## config.mk

```make
export PLATFORM = sky130hd
export DESIGN_NAME = stopwatch_top
export DESIGN_NICKNAME = d
export VERILOG_FILES = /design/src/rtl/stopwatch_pkg.sv /design/src/rtl/sw_sync.sv /design/src/rtl/sw_div_stage.sv /design/src/rtl/sw_tick_gen.sv /design/src/rtl/sw_run_ctrl.sv /design/src/rtl/sw_bcd_field.sv /design/src/rtl/sw_disp_mux.sv /design/src/rtl/stopwatch_top.sv
export SDC_FILE = /design/constraint.sdc
export NUM_CORES = 1
export LEC_CHECK = 0
export ABC_AREA = 1
export BUFFER_PORTS_ARGS = -buffer_cell sky130_fd_sc_hd__buf_2
export CAP_MARGIN = 20
export CORE_ASPECT_RATIO = 1.25
export CORE_MARGIN = 2
export CORE_UTILIZATION = 55
export CTS_CLUSTER_DIAMETER = 30
export DETAILED_ROUTE_END_ITERATION = 6
export PLACE_DENSITY = 0.72
export SLEW_MARGIN = 20
export SYNTH_ARGS = -nofsm -noshare
export SYNTH_HDL_FRONTEND = slang
export SYNTH_SLANG_ARGS = --single-unit
```

## constraint.sdc

```tcl
create_clock -name clk -period 2.8 [get_ports clk]
set_clock_uncertainty 0.2 [all_clocks]
set_input_delay 0 -clock clk [delete_from_list [all_inputs] [get_ports clk]]
set_output_delay 0 -clock clk [all_outputs]
set_load 0.1 [all_outputs]
```

## src/rtl/stopwatch_pkg.sv

```systemverilog
// Shared types and helpers for the stopwatch.
// Assumes four BCD fields, ordered from least to most significant.
package stopwatch_pkg;

    localparam int NUM_FIELDS = 4;
    localparam int FIELD_W    = 8;
    localparam int NUM_DIGITS = 4;

    typedef logic [FIELD_W-1:0] bcd_pair_t;

    typedef enum logic [1:0] {
        FLD_HUND = 2'd0,
        FLD_SEC  = 2'd1,
        FLD_MIN  = 2'd2,
        FLD_HOUR = 2'd3
    } field_e;

    // Largest tens digit each field may reach before wrapping.
    function automatic int tens_limit(int fld);
        case (fld)
            1, 2:    return 5;
            default: return 9;
        endcase
    endfunction

    // Active-high segment pattern, bit 0 = a ... bit 6 = g.
    function automatic logic [6:0] seg_font(logic [3:0] d);
        case (d)
            4'd0:    return 7'h3F;
            4'd1:    return 7'h06;
            4'd2:    return 7'h5B;
            4'd3:    return 7'h4F;
            4'd4:    return 7'h66;
            4'd5:    return 7'h6D;
            4'd6:    return 7'h7D;
            4'd7:    return 7'h07;
            4'd8:    return 7'h7F;
            4'd9:    return 7'h6F;
            default: return 7'h00;
        endcase
    endfunction

endpackage

```

## src/rtl/sw_sync.sv

```systemverilog
// Two-flop synchroniser for a bundle of independent asynchronous levels.
// Assumes each bit is a slow level, such as a button or switch.
module sw_sync #(
    parameter int WIDTH = 1
) (
    input  logic             clk,
    input  logic             rst_n,
    input  logic [WIDTH-1:0] d,
    output logic [WIDTH-1:0] q
);

    logic [WIDTH-1:0] meta_q;

    // Shift each input through two flops; reset clears both stages.
    always_ff @(posedge clk) begin
        if (!rst_n) begin
            meta_q <= '0;
            q      <= '0;
        end else begin
            meta_q <= d;
            q      <= meta_q;
        end
    end

endmodule

```

## src/rtl/sw_div_stage.sv

```systemverilog
// One divider stage: emits a one-cycle tick on every N-th cycle with en high.
// Assumes N >= 1. When N is 1 the stage passes en straight through.
module sw_div_stage #(
    parameter int N = 10
) (
    input  logic clk,
    input  logic rst_n,
    input  logic en,
    output logic tick
);

    localparam int CW = (N > 1) ? $clog2(N) : 1;

    generate
        if (N == 1) begin : g_pass
            assign tick = en;
        end else begin : g_count
            logic [CW-1:0] cnt_q;
            logic          at_end;

            assign at_end = (cnt_q == CW'(N - 1));
            assign tick   = en && at_end;

            // Count enabled cycles, wrapping after N of them.
            always_ff @(posedge clk) begin
                if (!rst_n)
                    cnt_q <= '0;
                else if (en)
                    cnt_q <= at_end ? '0 : cnt_q + 1'b1;
            end


            cnt_bound_chk: assert property (@(posedge clk) disable iff (!rst_n)
                cnt_q <= CW'(N - 1));
        end
    endgenerate

endmodule

```

## src/rtl/sw_tick_gen.sv

```systemverilog
// Builds the scan enable and the counting enable from the system clock.
// Assumes the counting enable always falls on a scan-enable cycle.
module sw_tick_gen #(
    parameter int SCAN_DIV  = 48000,
    parameter int COUNT_DIV = 10
) (
    input  logic clk,
    input  logic rst_n,
    output logic scan_tick,
    output logic count_tick
);

    localparam int PERIOD = SCAN_DIV * COUNT_DIV;

    sw_div_stage #(.N(SCAN_DIV)) u_scan_div (
        .clk   (clk),
        .rst_n (rst_n),
        .en    (1'b1),
        .tick  (scan_tick)
    );

    sw_div_stage #(.N(COUNT_DIV)) u_count_div (
        .clk   (clk),
        .rst_n (rst_n),
        .en    (scan_tick),
        .tick  (count_tick)
    );


    count_in_scan_chk: assert property (@(posedge clk) disable iff (!rst_n)
        count_tick |-> scan_tick);

    generate
        if (PERIOD > 1) begin : g_space

            count_spacing_chk: assert property (@(posedge clk) disable iff (!rst_n)
                count_tick |=> !count_tick);
        end
    endgenerate

endmodule

```

## src/rtl/sw_run_ctrl.sv

```systemverilog
// Run/pause state. Stop wins over start; reset leaves the stopwatch paused.
// Assumes start and stop are already synchronised levels.
module sw_run_ctrl (
    input  logic clk,
    input  logic rst_n,
    input  logic start_s,
    input  logic stop_s,
    output logic run
);

    // Update the run flag from the synchronised controls.
    always_ff @(posedge clk) begin
        if (!rst_n)
            run <= 1'b0;
        else if (stop_s)
            run <= 1'b0;
        else if (start_s)
            run <= 1'b1;
    end


    stop_wins_chk: assert property (@(posedge clk) disable iff (!rst_n)
        stop_s |=> !run);


    run_holds_chk: assert property (@(posedge clk) disable iff (!rst_n)
        (!start_s && !stop_s) |=> $stable(run));

endmodule

```

## src/rtl/sw_bcd_field.sv

```systemverilog
// One two-digit BCD field that counts 00 up to {TENS_MAX,9} and then wraps.
// Assumes inc is a single-cycle enable; at_max tells the caller when to carry.
module sw_bcd_field #(
    parameter int TENS_MAX = 9
) (
    input  logic       clk,
    input  logic       rst_n,
    input  logic       inc,
    output logic [7:0] value,
    output logic       at_max
);

    logic [3:0] units_q;
    logic [3:0] tens_q;

    assign value  = {tens_q, units_q};
    assign at_max = (tens_q == 4'(TENS_MAX)) && (units_q == 4'd9);

    // Step the units digit, ripple into tens, and wrap at the field limit.
    always_ff @(posedge clk) begin
        if (!rst_n) begin
            units_q <= 4'd0;
            tens_q  <= 4'd0;
        end else if (inc) begin
            if (units_q == 4'd9) begin
                units_q <= 4'd0;
                tens_q  <= (tens_q == 4'(TENS_MAX)) ? 4'd0 : tens_q + 4'd1;
            end else begin
                units_q <= units_q + 4'd1;
            end
        end
    end


    digit_range_chk: assert property (@(posedge clk) disable iff (!rst_n)
        (units_q <= 4'd9) && (tens_q <= 4'(TENS_MAX)));


    wrap_zero_chk: assert property (@(posedge clk) disable iff (!rst_n)
        (inc && at_max) |=> (value == 8'h00));


    idle_hold_chk: assert property (@(posedge clk) disable iff (!rst_n)
        !inc |=> $stable(value));

endmodule

```

## src/rtl/sw_disp_mux.sv

```systemverilog
// Scans four seven-segment digits and picks the field pair for the range.
// Assumes fields arrive as packed BCD. Outputs are registered so that the
// segment and select buses always change in the same cycle.
module sw_disp_mux #(
    parameter bit SEG_ACTIVE_LOW = 1'b1,
    parameter bit SEL_ACTIVE_LOW = 1'b1
) (
    input  logic       clk,
    input  logic       rst_n,
    input  logic       scan_tick,
    input  logic       show_hours,
    input  logic [7:0] hund,
    input  logic [7:0] secs,
    input  logic [7:0] mins,
    input  logic [7:0] hours,
    output logic [7:0] seg_out,
    output logic [3:0] dig_sel
);

    import stopwatch_pkg::*;

    localparam int         IW      = $clog2(NUM_DIGITS);
    localparam logic [7:0] SEG_OFF = SEG_ACTIVE_LOW ? 8'hFF : 8'h00;
    localparam logic [3:0] SEL_OFF = SEL_ACTIVE_LOW ? 4'hF : 4'h0;

    logic [IW-1:0] pos_q;
    logic [7:0]    left_pair;
    logic [7:0]    right_pair;
    logic [3:0]    nibble;
    logic [7:0]    seg_raw;
    logic [3:0]    sel_raw;

    // Step the scan position on each scan enable.
    always_ff @(posedge clk) begin
        if (!rst_n)
            pos_q <= '0;
        else if (scan_tick)
            pos_q <= pos_q + 1'b1;
    end

    // Choose the field pair and the digit shown at the current position.
    always_comb begin
        left_pair  = show_hours ? hours : secs;
        right_pair = show_hours ? mins  : hund;
        case (pos_q)
            2'd0:    nibble = left_pair[7:4];
            2'd1:    nibble = left_pair[3:0];
            2'd2:    nibble = right_pair[7:4];
            default: nibble = right_pair[3:0];
        endcase
        seg_raw = {(pos_q == 2'd1), seg_font(nibble)};
        sel_raw = 4'b1000 >> pos_q;
    end

    // Register the outputs at the chosen polarity; all dark during reset.
    always_ff @(posedge clk) begin
        if (!rst_n) begin
            seg_out <= SEG_OFF;
            dig_sel <= SEL_OFF;
        end else begin
            seg_out <= SEG_ACTIVE_LOW ? ~seg_raw : seg_raw;
            dig_sel <= SEL_ACTIVE_LOW ? ~sel_raw : sel_raw;
        end
    end


    sel_onehot_chk: assert property (@(posedge clk) disable iff (!rst_n)
        $onehot0(dig_sel ^ SEL_OFF));


    dp_place_chk: assert property (@(posedge clk) disable iff (!rst_n)
        ((seg_out[7] != SEG_OFF[7]) |-> ((dig_sel ^ SEL_OFF) == 4'b0100)));

endmodule

```

## src/rtl/stopwatch_top.sv

```systemverilog
// Stopwatch top level: input synchroniser, enable dividers, run control,
// cascaded BCD fields and display scan.
// Assumes one clock domain and a synchronous active-low reset.
module stopwatch_top #(
    parameter int SCAN_DIV       = 48000,
    parameter int COUNT_DIV      = 10,
    parameter bit SEG_ACTIVE_LOW = 1'b1,
    parameter bit SEL_ACTIVE_LOW = 1'b1
) (
    input  logic       clk,
    input  logic       rst_n,
    input  logic       start_btn,
    input  logic       stop_btn,
    input  logic       range_hours,
    output logic [7:0] seg_out,
    output logic [3:0] dig_sel
);

    import stopwatch_pkg::*;

    logic [2:0]   ctl_s;
    logic         scan_tick;
    logic         count_tick;
    logic         run;
    logic [NUM_FIELDS-1:0] inc;
    logic [NUM_FIELDS-1:0] at_max;
    bcd_pair_t    field_q [NUM_FIELDS];

    sw_sync #(.WIDTH(3)) u_sync (
        .clk   (clk),
        .rst_n (rst_n),
        .d     ({range_hours, stop_btn, start_btn}),
        .q     (ctl_s)
    );

    sw_tick_gen #(.SCAN_DIV(SCAN_DIV), .COUNT_DIV(COUNT_DIV)) u_ticks (
        .clk        (clk),
        .rst_n      (rst_n),
        .scan_tick  (scan_tick),
        .count_tick (count_tick)
    );

    sw_run_ctrl u_run (
        .clk     (clk),
        .rst_n   (rst_n),
        .start_s (ctl_s[0]),
        .stop_s  (ctl_s[1]),
        .run     (run)
    );

    assign inc[0] = count_tick && run;

    generate
        for (genvar f = 0; f < NUM_FIELDS; f++) begin : g_field
            sw_bcd_field #(.TENS_MAX(tens_limit(f))) u_field (
                .clk    (clk),
                .rst_n  (rst_n),
                .inc    (inc[f]),
                .value  (field_q[f]),
                .at_max (at_max[f])
            );
            if (f > 0) begin : g_carry
                assign inc[f] = inc[f-1] && at_max[f-1];
            end
        end
    endgenerate

    sw_disp_mux #(
        .SEG_ACTIVE_LOW (SEG_ACTIVE_LOW),
        .SEL_ACTIVE_LOW (SEL_ACTIVE_LOW)
    ) u_disp (
        .clk        (clk),
        .rst_n      (rst_n),
        .scan_tick  (scan_tick),
        .show_hours (ctl_s[2]),
        .hund       (field_q[FLD_HUND]),
        .secs       (field_q[FLD_SEC]),
        .mins       (field_q[FLD_MIN]),
        .hours      (field_q[FLD_HOUR]),
        .seg_out    (seg_out),
        .dig_sel    (dig_sel)
    );


    reset_clear_chk: assert property (@(posedge clk)
        !rst_n |=> (!run && field_q[0] == 8'h00 && field_q[1] == 8'h00
                    && field_q[2] == 8'h00 && field_q[3] == 8'h00));


    hour_wrap_chk: assert property (@(posedge clk) disable iff (!rst_n)
        (inc[FLD_HOUR] && at_max[FLD_HOUR]) |=> (field_q[FLD_HOUR] == 8'h00
                                                 && field_q[FLD_MIN] == 8'h00));


    paused_frozen_chk: assert property (@(posedge clk) disable iff (!rst_n)
        !run |-> (inc == '0));

endmodule

```

==> flow_summary.yaml, run 1 <==
outcome:
  outcome: "completed"
clocking:
  htree_levels: 3
  insertion_delay_ns: 0.36
  post-cts-setup-buffer-count: 0
  clock-root-buffer: "sky130_fd_sc_hd__clkbuf_8"
  clock_tree_from_tritoncts: "built"
  cts.reportedPaths.clkPinSlew_ns: 0.09
  max_buffers_root_to_sink: 2
  clock_sink_count: 72
  cts_inserted_buffers: 9
die:
  num_io_pins: 17
  placement_rows: 33
  die-width_um: 77.8
  initial_utilization_pct: 57.0
  die_area_um2: 7480
  die_h_um: 96.2
  floorplan.core_area_um2: 6570
logic_synthesis:
  synth.area.mux_share_pct: 0
  synth_xor_area_share_pct: 2.57
  async_reset_ff_share_pct: 0
  synth_edf_count: 0
  syn-mean-instance-area_um2: 7.03
  synth.top_cells.by_area: "sky130_fd_sc_hd__dfxtp_1, sky130_fd_sc_hd__nand2_1, sky130_fd_sc_hd__inv_1"
  mappedNetlistNets: 548
  synth_cell_type_count: 40
  synth-compound-area-share_pct: 12.2
  synth-simple-area-share_pct: 33.5
  mappedNetlistArea_um2: 3740
  ys.flop_type: "sky130_fd_sc_hd__dfxtp_1"
  ys_seq_elements: 72
  synth_top_family_by_area: "simple AND/OR/NAND/NOR gates"
  synth_adder_area_share_pct: 3.68
  yosysTopAreaCellShare_pct: 38.5
  synth_warnings: 0
  synth.largest_area_cell: "sky130_fd_sc_hd__dfxtp_1"
  proportion_of_synthesized_chip_area_in_sequential_cells_pct: 38.5
  synthesis.instances: 532
power_and_ir_drop:
  p_total_mw: 2.07
  irDropWorstVdd_mv: 0.388
  power_density_nw_per_um2: 494
  sequentialPowerShare_pct: 50.7
  relative_contribution_of_the_clock_network_to_total_power_pct: 42.0
  leakage_nw: 1.72
  p_int_mw: 1.50
  power.switching_fraction_pct: 27.3
  p_switching_mw: 0.563
  combPwrFrac_pct: 7.3
finish:
  area_growth_pct: 11.8
  layout_cell_share_with_drive_strength_beyond_1_pct: 15.4
  final_core_utilization_pct: 63.7
  nets: 576
  antenna_cells_inserted: 0
  num-fill-cells: 597
critical_path:
  worst_ep_required_time_ns: 2.84
  setup.worst_path.start_class: "flop"
  critPathCaptureType: "flop"
  critical_path.n_buffers_inverters: 3
  critPathMostFrequentCell: "sky130_fd_sc_hd__inv_1"
  critical_path_arrival_ns: 2.59
  critPathTopFamily: "compound AO/OA/AOI/OAI gates"
  timing_worst_setup_path_type: "flop to flop"
  timing.critical_path.slowest_stage_cell: "sky130_fd_sc_hd__dfxtp_1"
  critical_path.cell_chain: "inv_1 -> ha_1 -> inv_1 -> o21ai_0 -> o22ai_1 -> o21ai_1 -> inv_1 -> ha_1 -> or2_2 -> nand3_1 -> nand2_1"
  worstPathMaxFanout: 5
  slowest_delay_ns: 0.35
sta:
  setup-tns-final_ns: 0
  timing.final.max_slew_violations: 0
  fin_crit_sh_pct: 90.9
  report.final.hold_viol_count: 0
  finalWorstPathRequiredPeriod_ns: 2.55
  setup_viol_count_final: 0
  final_critical_path_setup_slack_ns: 0.254
  hold_slack_ns: 0.207
  relSlewSlack_pct: 55.2
  tightestPinTransition_ns: 0.668
  grt_setup_unrepaired: "false"
  timing.fmax_mhz: 393
placement:
  place.gp.congestion: 0.974
  dp_hpwl_um: 6110
  dp_worst_setup_slack_ns: 0.150
  io_buffer_count: 16
routing:
  route.vias.total: 3364
  post_drt_wl_per_cell_um: 12.6
  count_of_antenna_violating_nets_left_after_detailed_routing: 0
  firstDrtPassIters: 4
  route.detailed.vias_per_inst: 5.16
  routed_wl_um: 8210
  dr.first_iter.drc_count: 179
  drc: 0
global_routing:
  grt_max_degree: 36
  grt_first_pass_wirelength_um: 14100
  grt_usage_pct: 24.2
  grt_overflow: 0
  antenna_found_initial: 0
  first_global_vias: 3198
min_path:
  timing.hold.worst.class: "flop to flop"
flow_run:
  maxCapViolations: 0
-- final timing paths --
| path | from | endpoint | slack [ns] | cells past startpoint |
|---|---|---|---|---|
| max reg2reg | u_disp.pos_q[0] | u_disp.seg_out[3] | 0.25 | 11 |
| max | u_disp.pos_q[0] | u_disp.seg_out[3] | 0.25 | 11 |
| min | u_sync.q[1] | u_run.run | 0.21 | 1 |
| min reg2reg | u_sync.q[1] | u_run.run | 0.21 | 1 |
-- layer usage --
layer	wire, µm	global-route usage, %	share of wire (%)	vias up
met4	421	19.2	5.1	0
met3	245	3.28	3.0	28
met5	0	0	0	-
met1	3490	26.5	43	1512
li1	-	-	-	1762
met2	4050	42.1	49	62
-- synth_stat cells (4+ instances only) --
| cell | count |
|---|---|
| sky130_fd_sc_hd__nand2_2 | 9 |
| sky130_fd_sc_hd__o211ai_1 | 4 |
| sky130_fd_sc_hd__nor2_4 | 5 |
| sky130_fd_sc_hd__o22ai_1 | 5 |
| sky130_fd_sc_hd__ha_1 | 11 |
| sky130_fd_sc_hd__inv_1 | 68 |
| sky130_fd_sc_hd__or2_2 | 5 |
| sky130_fd_sc_hd__a21oi_1 | 40 |
| sky130_fd_sc_hd__nand4_1 | 13 |
| sky130_fd_sc_hd__nand2_1 | 106 |
| sky130_fd_sc_hd__nor3_1 | 9 |
| sky130_fd_sc_hd__nor2_2 | 11 |
| sky130_fd_sc_hd__inv_2 | 14 |
| sky130_fd_sc_hd__dfxtp_1 | 72 |
| sky130_fd_sc_hd__nor2_1 | 65 |
| sky130_fd_sc_hd__o21ai_0 | 27 |
| sky130_fd_sc_hd__xor2_1 | 10 |
| sky130_fd_sc_hd__nand3_1 | 28 |
-- metrics by stage --
stage | instances | cell area (µm²)
after floorplan | 532 | 3740
after global placement | 629 | 3900
after detailed placement | 629 | 3900
after CTS | 652 | 4180
after global routing | 652 | 4180
final | 652 | 4180
-- layout make-up --
class | instances | area (µm²) | area share (%)
tap | 87 | 109 | 2.60
clock inverter | 7 | 83.8 | 2.00
clock buffer | 9 | 124 | 2.96
inverter | 83 | 312 | 7.45
sequential | 72 | 1440 | 34.5
timing repair buffer | 25 | 165 | 3.95
multi-input combinational | 369 | 1950 | 46.6
-- kinds of logic (layout without fill, tap and decap cells) --
| group | count (synthesis) | count (layout) |
|---|---|---|
| buffers and inverters | 91 | 124 |
| AOI/OAI and AO/OA | 84 | 84 |
| xor gates and xnor gates | 11 | 11 |
| adders and majority gates | 11 | 11 |
| DFF | 72 | 72 |
| and+or+nand+nor | 263 | 263 |
-- worst reg2reg max path, delay by kind of cell, from the launching register on --
kind	cells	cell delay [ns]
AOI/OAI and AO/OA	3	0.56
adders and majority gates	2	0.53
and+or+nand+nor	3	0.42
buffers and inverters	3	0.36
DFF	1	0.35
-- power by group through the flow --
stage / registers (mW) / logic (mW) / clock network, mW
final: 1.05 / 0.151 / 0.869
after global routing: 1.05 / 0.164 / 0.918
after CTS: 1.05 / 0.150 / 0.886
after detailed placement: 1.07 / 0.143 / 0
after global placement: 1.07 / 0.142 / 0
after floorplan: 1.14 / 0.0550 / 0
-- state kept, by name, summed over array words and instances (netlist names) --
signal                             flops
g_field.u_field.tens_q                16
g_field.u_field.units_q               16
u_ticks.u_scan_div.g_count.cnt_q      16
u_disp.seg_out                         8
u_ticks.u_count_div.g_count.cnt_q      4
u_disp.dig_sel                         3
u_sync.meta_q                          3
u_sync.q                               3
u_disp.pos_q                           2
u_run.run                              1
-- placed cells by master, fill, tap and decap left out, types with 4 or more instances in the layout --
cell / n
sky130_fd_sc_hd__inv_2: 14
sky130_fd_sc_hd__buf_2: 16
sky130_fd_sc_hd__xor2_1: 10
sky130_fd_sc_hd__nand3_1: 28
sky130_fd_sc_hd__nor2_1: 65
sky130_fd_sc_hd__o22ai_1: 5
sky130_fd_sc_hd__nor2_2: 11
sky130_fd_sc_hd__a21oi_1: 40
sky130_fd_sc_hd__ha_1: 11
sky130_fd_sc_hd__nor2_4: 5
sky130_fd_sc_hd__o21ai_0: 26
sky130_fd_sc_hd__nor3_1: 9
sky130_fd_sc_hd__dlygate4sd3_1: 7
sky130_fd_sc_hd__nand2_2: 9
sky130_fd_sc_hd__or2_2: 5
sky130_fd_sc_hd__dfxtp_1: 72
sky130_fd_sc_hd__nand2_1: 106
sky130_fd_sc_hd__inv_1: 68
sky130_fd_sc_hd__clkbuf_8: 9
sky130_fd_sc_hd__nand4_1: 13
sky130_fd_sc_hd__o211ai_1: 4
-- timing repair --
item | in CTS | in global routing
resized for setup | 0 | 2
endpoints found under the hold margin | 30 | 0
endpoints found under the setup margin | 0 | 1
hold buffers | 7 | 0
No activity file was read; power rests on OpenSTA's default activity.
==> inputs of run 2 (changes only) <==
PLACE_DENSITY = 0.74   (was 0.72)
==> flow_summary.yaml, run 2 (synthesis gave the netlist of run 1 again) <==
flow_run:
  maxCapViolations: 0
clocking:
  clock-root-buffer: "sky130_fd_sc_hd__clkbuf_8"
  clock_sink_count: 72
  cts_inserted_buffers: 9
  clock_tree_from_tritoncts: "built"
  htree_levels: 3
  max_buffers_root_to_sink: 2
  cts.reportedPaths.clkPinSlew_ns: 0.09
  insertion_delay_ns: 0.36
global_routing:
  first_global_vias: 3145
  grt_usage_pct: 23.9
  antenna_found_initial: 0
  grt_max_degree: 36
  grt_first_pass_wirelength_um: 13900
  grt_overflow: 0
finish:
  layout_cell_share_with_drive_strength_beyond_1_pct: 15.4
  top_regs: "g_field.u_field.tens_q (16), g_field.u_field.units_q (16), u_ticks.u_scan_div.g_count.cnt_q (16)"
  area_taken_by_flip_flops_and_latches_um2: 1440
  layout_common_cells: "sky130_fd_sc_hd__nand2_1, sky130_fd_sc_hd__dfxtp_1, sky130_fd_sc_hd__inv_1, sky130_fd_sc_hd__nor2_1, sky130_fd_sc_hd__a21oi_1"
  layout_commonest_cell: "sky130_fd_sc_hd__nand2_1"
  antenna_cells_inserted: 0
  num-fill-cells: 575
  final_cell_area_um2: 4160
  area_growth_pct: 11.1
  area_occupied_by_multi_input_gates_um2: 1950
  nets: 576
routing:
  post_drt_wl_per_cell_um: 12.7
  route.detailed.vias_per_inst: 5.21
  firstDrtPassIters: 4
  drc: 0
  routed_wl_um: 8260
  route.vias.total: 3398
  dr.first_iter.drc_count: 196
  count_of_antenna_violating_nets_left_after_detailed_routing: 0
placement:
  dp_hpwl_um: 6240
  place.gp.congestion: 0.894
  io_buffer_count: 16
  dpl_cell_area_um2: 3900
power_and_ir_drop:
  power_density_nw_per_um2: 476
  p_total_mw: 1.98
  irDropWorstVdd_mv: 0.438
  leakage_nw: 1.70
sta:
  setup_viol_count_final: 0
  finalWorstPathRequiredPeriod_ns: 2.59
  relSlewSlack_pct: 56.3
  tightestPinTransition_ns: 0.651
  fin_crit_sh_pct: 92.4
  report.final.hold_viol_count: 0
  setup-tns-final_ns: 0
  grt_setup_unrepaired: "false"
  timing.fmax_mhz: 386
  timing.final.max_slew_violations: 0
critical_path:
  critical_path_arrival_ns: 2.64
  timing_worst_setup_path_type: "flop to flop"
  slack_of_the_worst_reg_to_reg_path_ns: 0.21
  critPathCaptureType: "flop"
  setup.worst_path.start_class: "flop"
  worst_ep_required_time_ns: 2.85
  worstPathMaxFanout: 5
die:
  die-width_um: 77.8
  die_h_um: 96.2
  num_io_pins: 17
  die_area_um2: 7480
  initial_utilization_pct: 57.0
  placement_rows: 33
  floorplan.core_area_um2: 6570
min_path:
  timing.hold.worst.class: "flop to flop"
outcome:
  outcome: "completed"
-- run 2: cell types whose count changed in the layout (fill, tap and decap cells not counted), sizes merged --
| cell | delta |
|---|---|
| inv | +1 |
| bufinv | -1 |
| clkinvlp | +1 |
| clkinv | -1 |
-- run 2: per-stage QoR --
stage | setup WS, ns | hold WS (ns) | cells | utilization, %
2_1_floorplan | 0.426 | -0.102 | 532 | -
3_3_place_gp | 0.276 | -0.0193 | 629 | 59.4
3_5_place_dp | 0.168 | -0.0133 | 629 | 59.4
4_1_cts | 0.150 | 0.201 | 652 | 63.3
5_1_grt | 0.00927 | 0.209 | 652 | 63.3
6_report | 0.211 | 0.198 | 652 | 63.3
-- run 2: power breakdown --
part	switching [mW]	leakage (nW)	internal (mW)
Clock	0.444	0.0877	0.337
Combinational	0.115	1.03	0.0357
Sequential	0.00775	0.585	1.04
-- run 2: layout make-up --
class | count | share of cell area, %
clock buffers | 9 | 2.98
clock inverters | 7 | 1.41
inverters | 83 | 7.49
multi-input cells | 369 | 46.9
flip-flops and latches | 72 | 34.7
well taps | 87 | 2.62
repair buffers | 25 | 3.97
-- run 2: critical path, cell delays in order (launching register included) --
cell	delay [ns]
sky130_fd_sc_hd__dfxtp_1	0.35
sky130_fd_sc_hd__inv_1	0.12
sky130_fd_sc_hd__ha_1	0.26
sky130_fd_sc_hd__inv_1	0.11
sky130_fd_sc_hd__o21ai_0	0.17
sky130_fd_sc_hd__o22ai_1	0.10
sky130_fd_sc_hd__o21ai_0	0.31
sky130_fd_sc_hd__inv_1	0.14
sky130_fd_sc_hd__ha_1	0.29
sky130_fd_sc_hd__or2_2	0.30
sky130_fd_sc_hd__nand3_1	0.07
sky130_fd_sc_hd__nand2_1	0.05
-- run 2: repair_timing --
action | CTS | global route
setup endpoints to repair | 0 | 2
endpoints found under the hold margin | 28 | 0
resized for setup | 0 | 1
hold buffers | 7 | 0
setup buffers | 0 | 0
-- run 2: path summary, 6_finish.rpt --
path | from | endpoint | cells after the start
min reg2reg | u_sync.q[1] | u_run.run | 1
max | u_disp.pos_q[0] | u_disp.seg_out[3] | 11
min | u_sync.q[1] | u_run.run | 1
max reg2reg | u_disp.pos_q[0] | u_disp.seg_out[3] | 11
-- run 2: per-layer routing --
metal | GRT usage [%] | vias to the layer above | part of all wire, %
met2 | 44.3 | 57 | 50
met3 | 3.19 | 17 | 2.9
li1 | - | 1761 | -
met5 | 0 | - | 0
met4 | 12.8 | 0 | 2.7
met1 | 26.4 | 1563 | 44
==> inputs of run 3 (changes only) <==
CORE_MARGIN = not set   (was 2)
==> flow_summary.yaml, run 3 (synthesis gave the netlist of run 1 again) <==
routing:
  route.detailed.vias_per_inst: 5.16
  count_of_antenna_violating_nets_left_after_detailed_routing: 0
  post_drt_wl_per_cell_um: 12.5
  drc: 0
  route.vias.total: 3365
  firstDrtPassIters: 4
  dr.first_iter.drc_count: 120
  routed_wl_um: 8170
finish:
  nets: 576
  layout_commonest_cell: "sky130_fd_sc_hd__nand2_1"
  top_regs: "g_field.u_field.tens_q (16), g_field.u_field.units_q (16), u_ticks.u_scan_div.g_count.cnt_q (16)"
  layout_common_cells: "sky130_fd_sc_hd__nand2_1, sky130_fd_sc_hd__dfxtp_1, sky130_fd_sc_hd__inv_1, sky130_fd_sc_hd__nor2_1, sky130_fd_sc_hd__a21oi_1"
  layout_cell_share_with_drive_strength_beyond_1_pct: 15.4
  antenna_cells_inserted: 0
  num-fill-cells: 596
  area_growth_pct: 11.8
sta:
  final_critical_path_setup_slack_ns: 0.324
  fin_crit_sh_pct: 88.4
  grt_setup_unrepaired: "false"
  hold_slack_ns: 0.201
  setup-tns-final_ns: 0
  timing.final.max_slew_violations: 0
  tightestPinTransition_ns: 0.663
  finalWorstPathRequiredPeriod_ns: 2.48
  relSlewSlack_pct: 55.5
  setup_viol_count_final: 0
  report.final.hold_viol_count: 0
  timing.fmax_mhz: 404
die:
  die-width_um: 75.8
  num_io_pins: 17
  die_area_um2: 7140
  placement_rows: 33
  die_h_um: 94.2
  floorplan.core_area_um2: 6570
  initial_utilization_pct: 57.0
clocking:
  max_buffers_root_to_sink: 2
  insertion_delay_ns: 0.36
  htree_levels: 3
  clock-root-buffer: "sky130_fd_sc_hd__clkbuf_8"
  cts.reportedPaths.clkPinSlew_ns: 0.09
  clock_sink_count: 72
  cts_inserted_buffers: 9
  clock_tree_from_tritoncts: "built"
critical_path:
  setup.worst_path.start_class: "flop"
  critical_path_arrival_ns: 2.52
  timing_worst_setup_path_type: "flop to flop"
  worst-r2r-cell-count: 12
  critPathCaptureType: "flop"
  worst_ep_required_time_ns: 2.84
  worstPathMaxFanout: 5
power_and_ir_drop:
  irDropWorstVdd_mv: 0.329
  power_density_nw_per_um2: 495
  leakage_nw: 1.72
  p_total_mw: 2.07
global_routing:
  grt_max_degree: 36
  grt_usage_pct: 25.7
  grt_overflow: 0
  first_global_vias: 3156
  grt_first_pass_wirelength_um: 13800
  antenna_found_initial: 0
placement:
  place.gp.congestion: 0.920
  dp_worst_setup_slack_ns: 0.201
  dp_hpwl_um: 6110
  io_buffer_count: 16
outcome:
  outcome: "completed"
min_path:
  whs_path_depth: 1
  timing.hold.worst.class: "flop to flop"
flow_run:
  maxCapViolations: 0
[run 3: cell count changes in the layout (fill, tap and decap cells not counted), sizes merged]
cell	delta
bufinv	+1
clkinvlp	-1
inv	-1
clkinv	+1
[run 3: worst paths after layout]
kind | startpoint | end | slack, ns
worst min register to register | u_sync.q[1] | u_run.run | 0.20
worst max-delay path | u_disp.pos_q[1] | u_disp.seg_out[3] | 0.32
worst max register to register | u_disp.pos_q[1] | u_disp.seg_out[3] | 0.32
worst min-delay path | u_sync.q[1] | u_run.run | 0.20
[run 3: final cells by class]
class | count | area, µm² | share of cell area, %
clock buffer | 9 | 124 | 2.96
sequential | 72 | 1440 | 34.5
multi-input combinational | 369 | 1950 | 46.6
tap | 87 | 109 | 2.60
clock inverter | 7 | 83.8 | 2.00
inverter | 83 | 312 | 7.45
timing repair buffer | 25 | 165 | 3.95
[run 3: repair_timing]
| action | 4_1_cts | 5_1_grt |
|---|---|---|
| gates resized for setup | 0 | 2 |
| setup endpoints to repair | 0 | 1 |
| setup buffers | 0 | 0 |
| hold buffers | 7 | 0 |
| endpoints found under the hold margin | 25 | 0 |
[run 3: power breakdown]
group | leakage (nW) | total, mW | internal [mW] | switching [mW]
registers | 0.585 | 1.05 | 1.04 | 0.00758
logic | 1.03 | 0.150 | 0.0357 | 0.115
clock network | 0.103 | 0.873 | 0.428 | 0.445
[run 3: per-layer routing]
metal / share of wire [%] / wire length [µm] / track usage, %
met1: 43 / 3520 / 29.9
met2: 51 / 4150 / 43.7
met3: 2.6 / 210 / 4.72
met4: 3.6 / 296 / 12.8
met5: 0 / 0 / 0
[run 3: metrics by stage]
step / cell area (µm²) / instances / utilization, %
6_report: 4180 / 652 / 63.7
5_1_grt: 4180 / 652 / 63.7
4_1_cts: 4180 / 652 / 63.7
3_5_place_dp: 3900 / 629 / 59.4
3_3_place_gp: 3900 / 629 / 59.4
2_1_floorplan: 3740 / 532 / -
[run 3: critical path, cell delays in order (launching register included)]
cell	delay (ns)
sky130_fd_sc_hd__dfxtp_1	0.39
sky130_fd_sc_hd__inv_1	0.10
sky130_fd_sc_hd__ha_1	0.25
sky130_fd_sc_hd__inv_1	0.13
sky130_fd_sc_hd__a21oi_1	0.05
sky130_fd_sc_hd__o21ai_0	0.08
sky130_fd_sc_hd__nand3_1	0.10
sky130_fd_sc_hd__o21bai_2	0.22
sky130_fd_sc_hd__inv_1	0.12
sky130_fd_sc_hd__ha_1	0.30
sky130_fd_sc_hd__or2_2	0.31
sky130_fd_sc_hd__nand3_1	0.07
sky130_fd_sc_hd__nand2_1	0.05
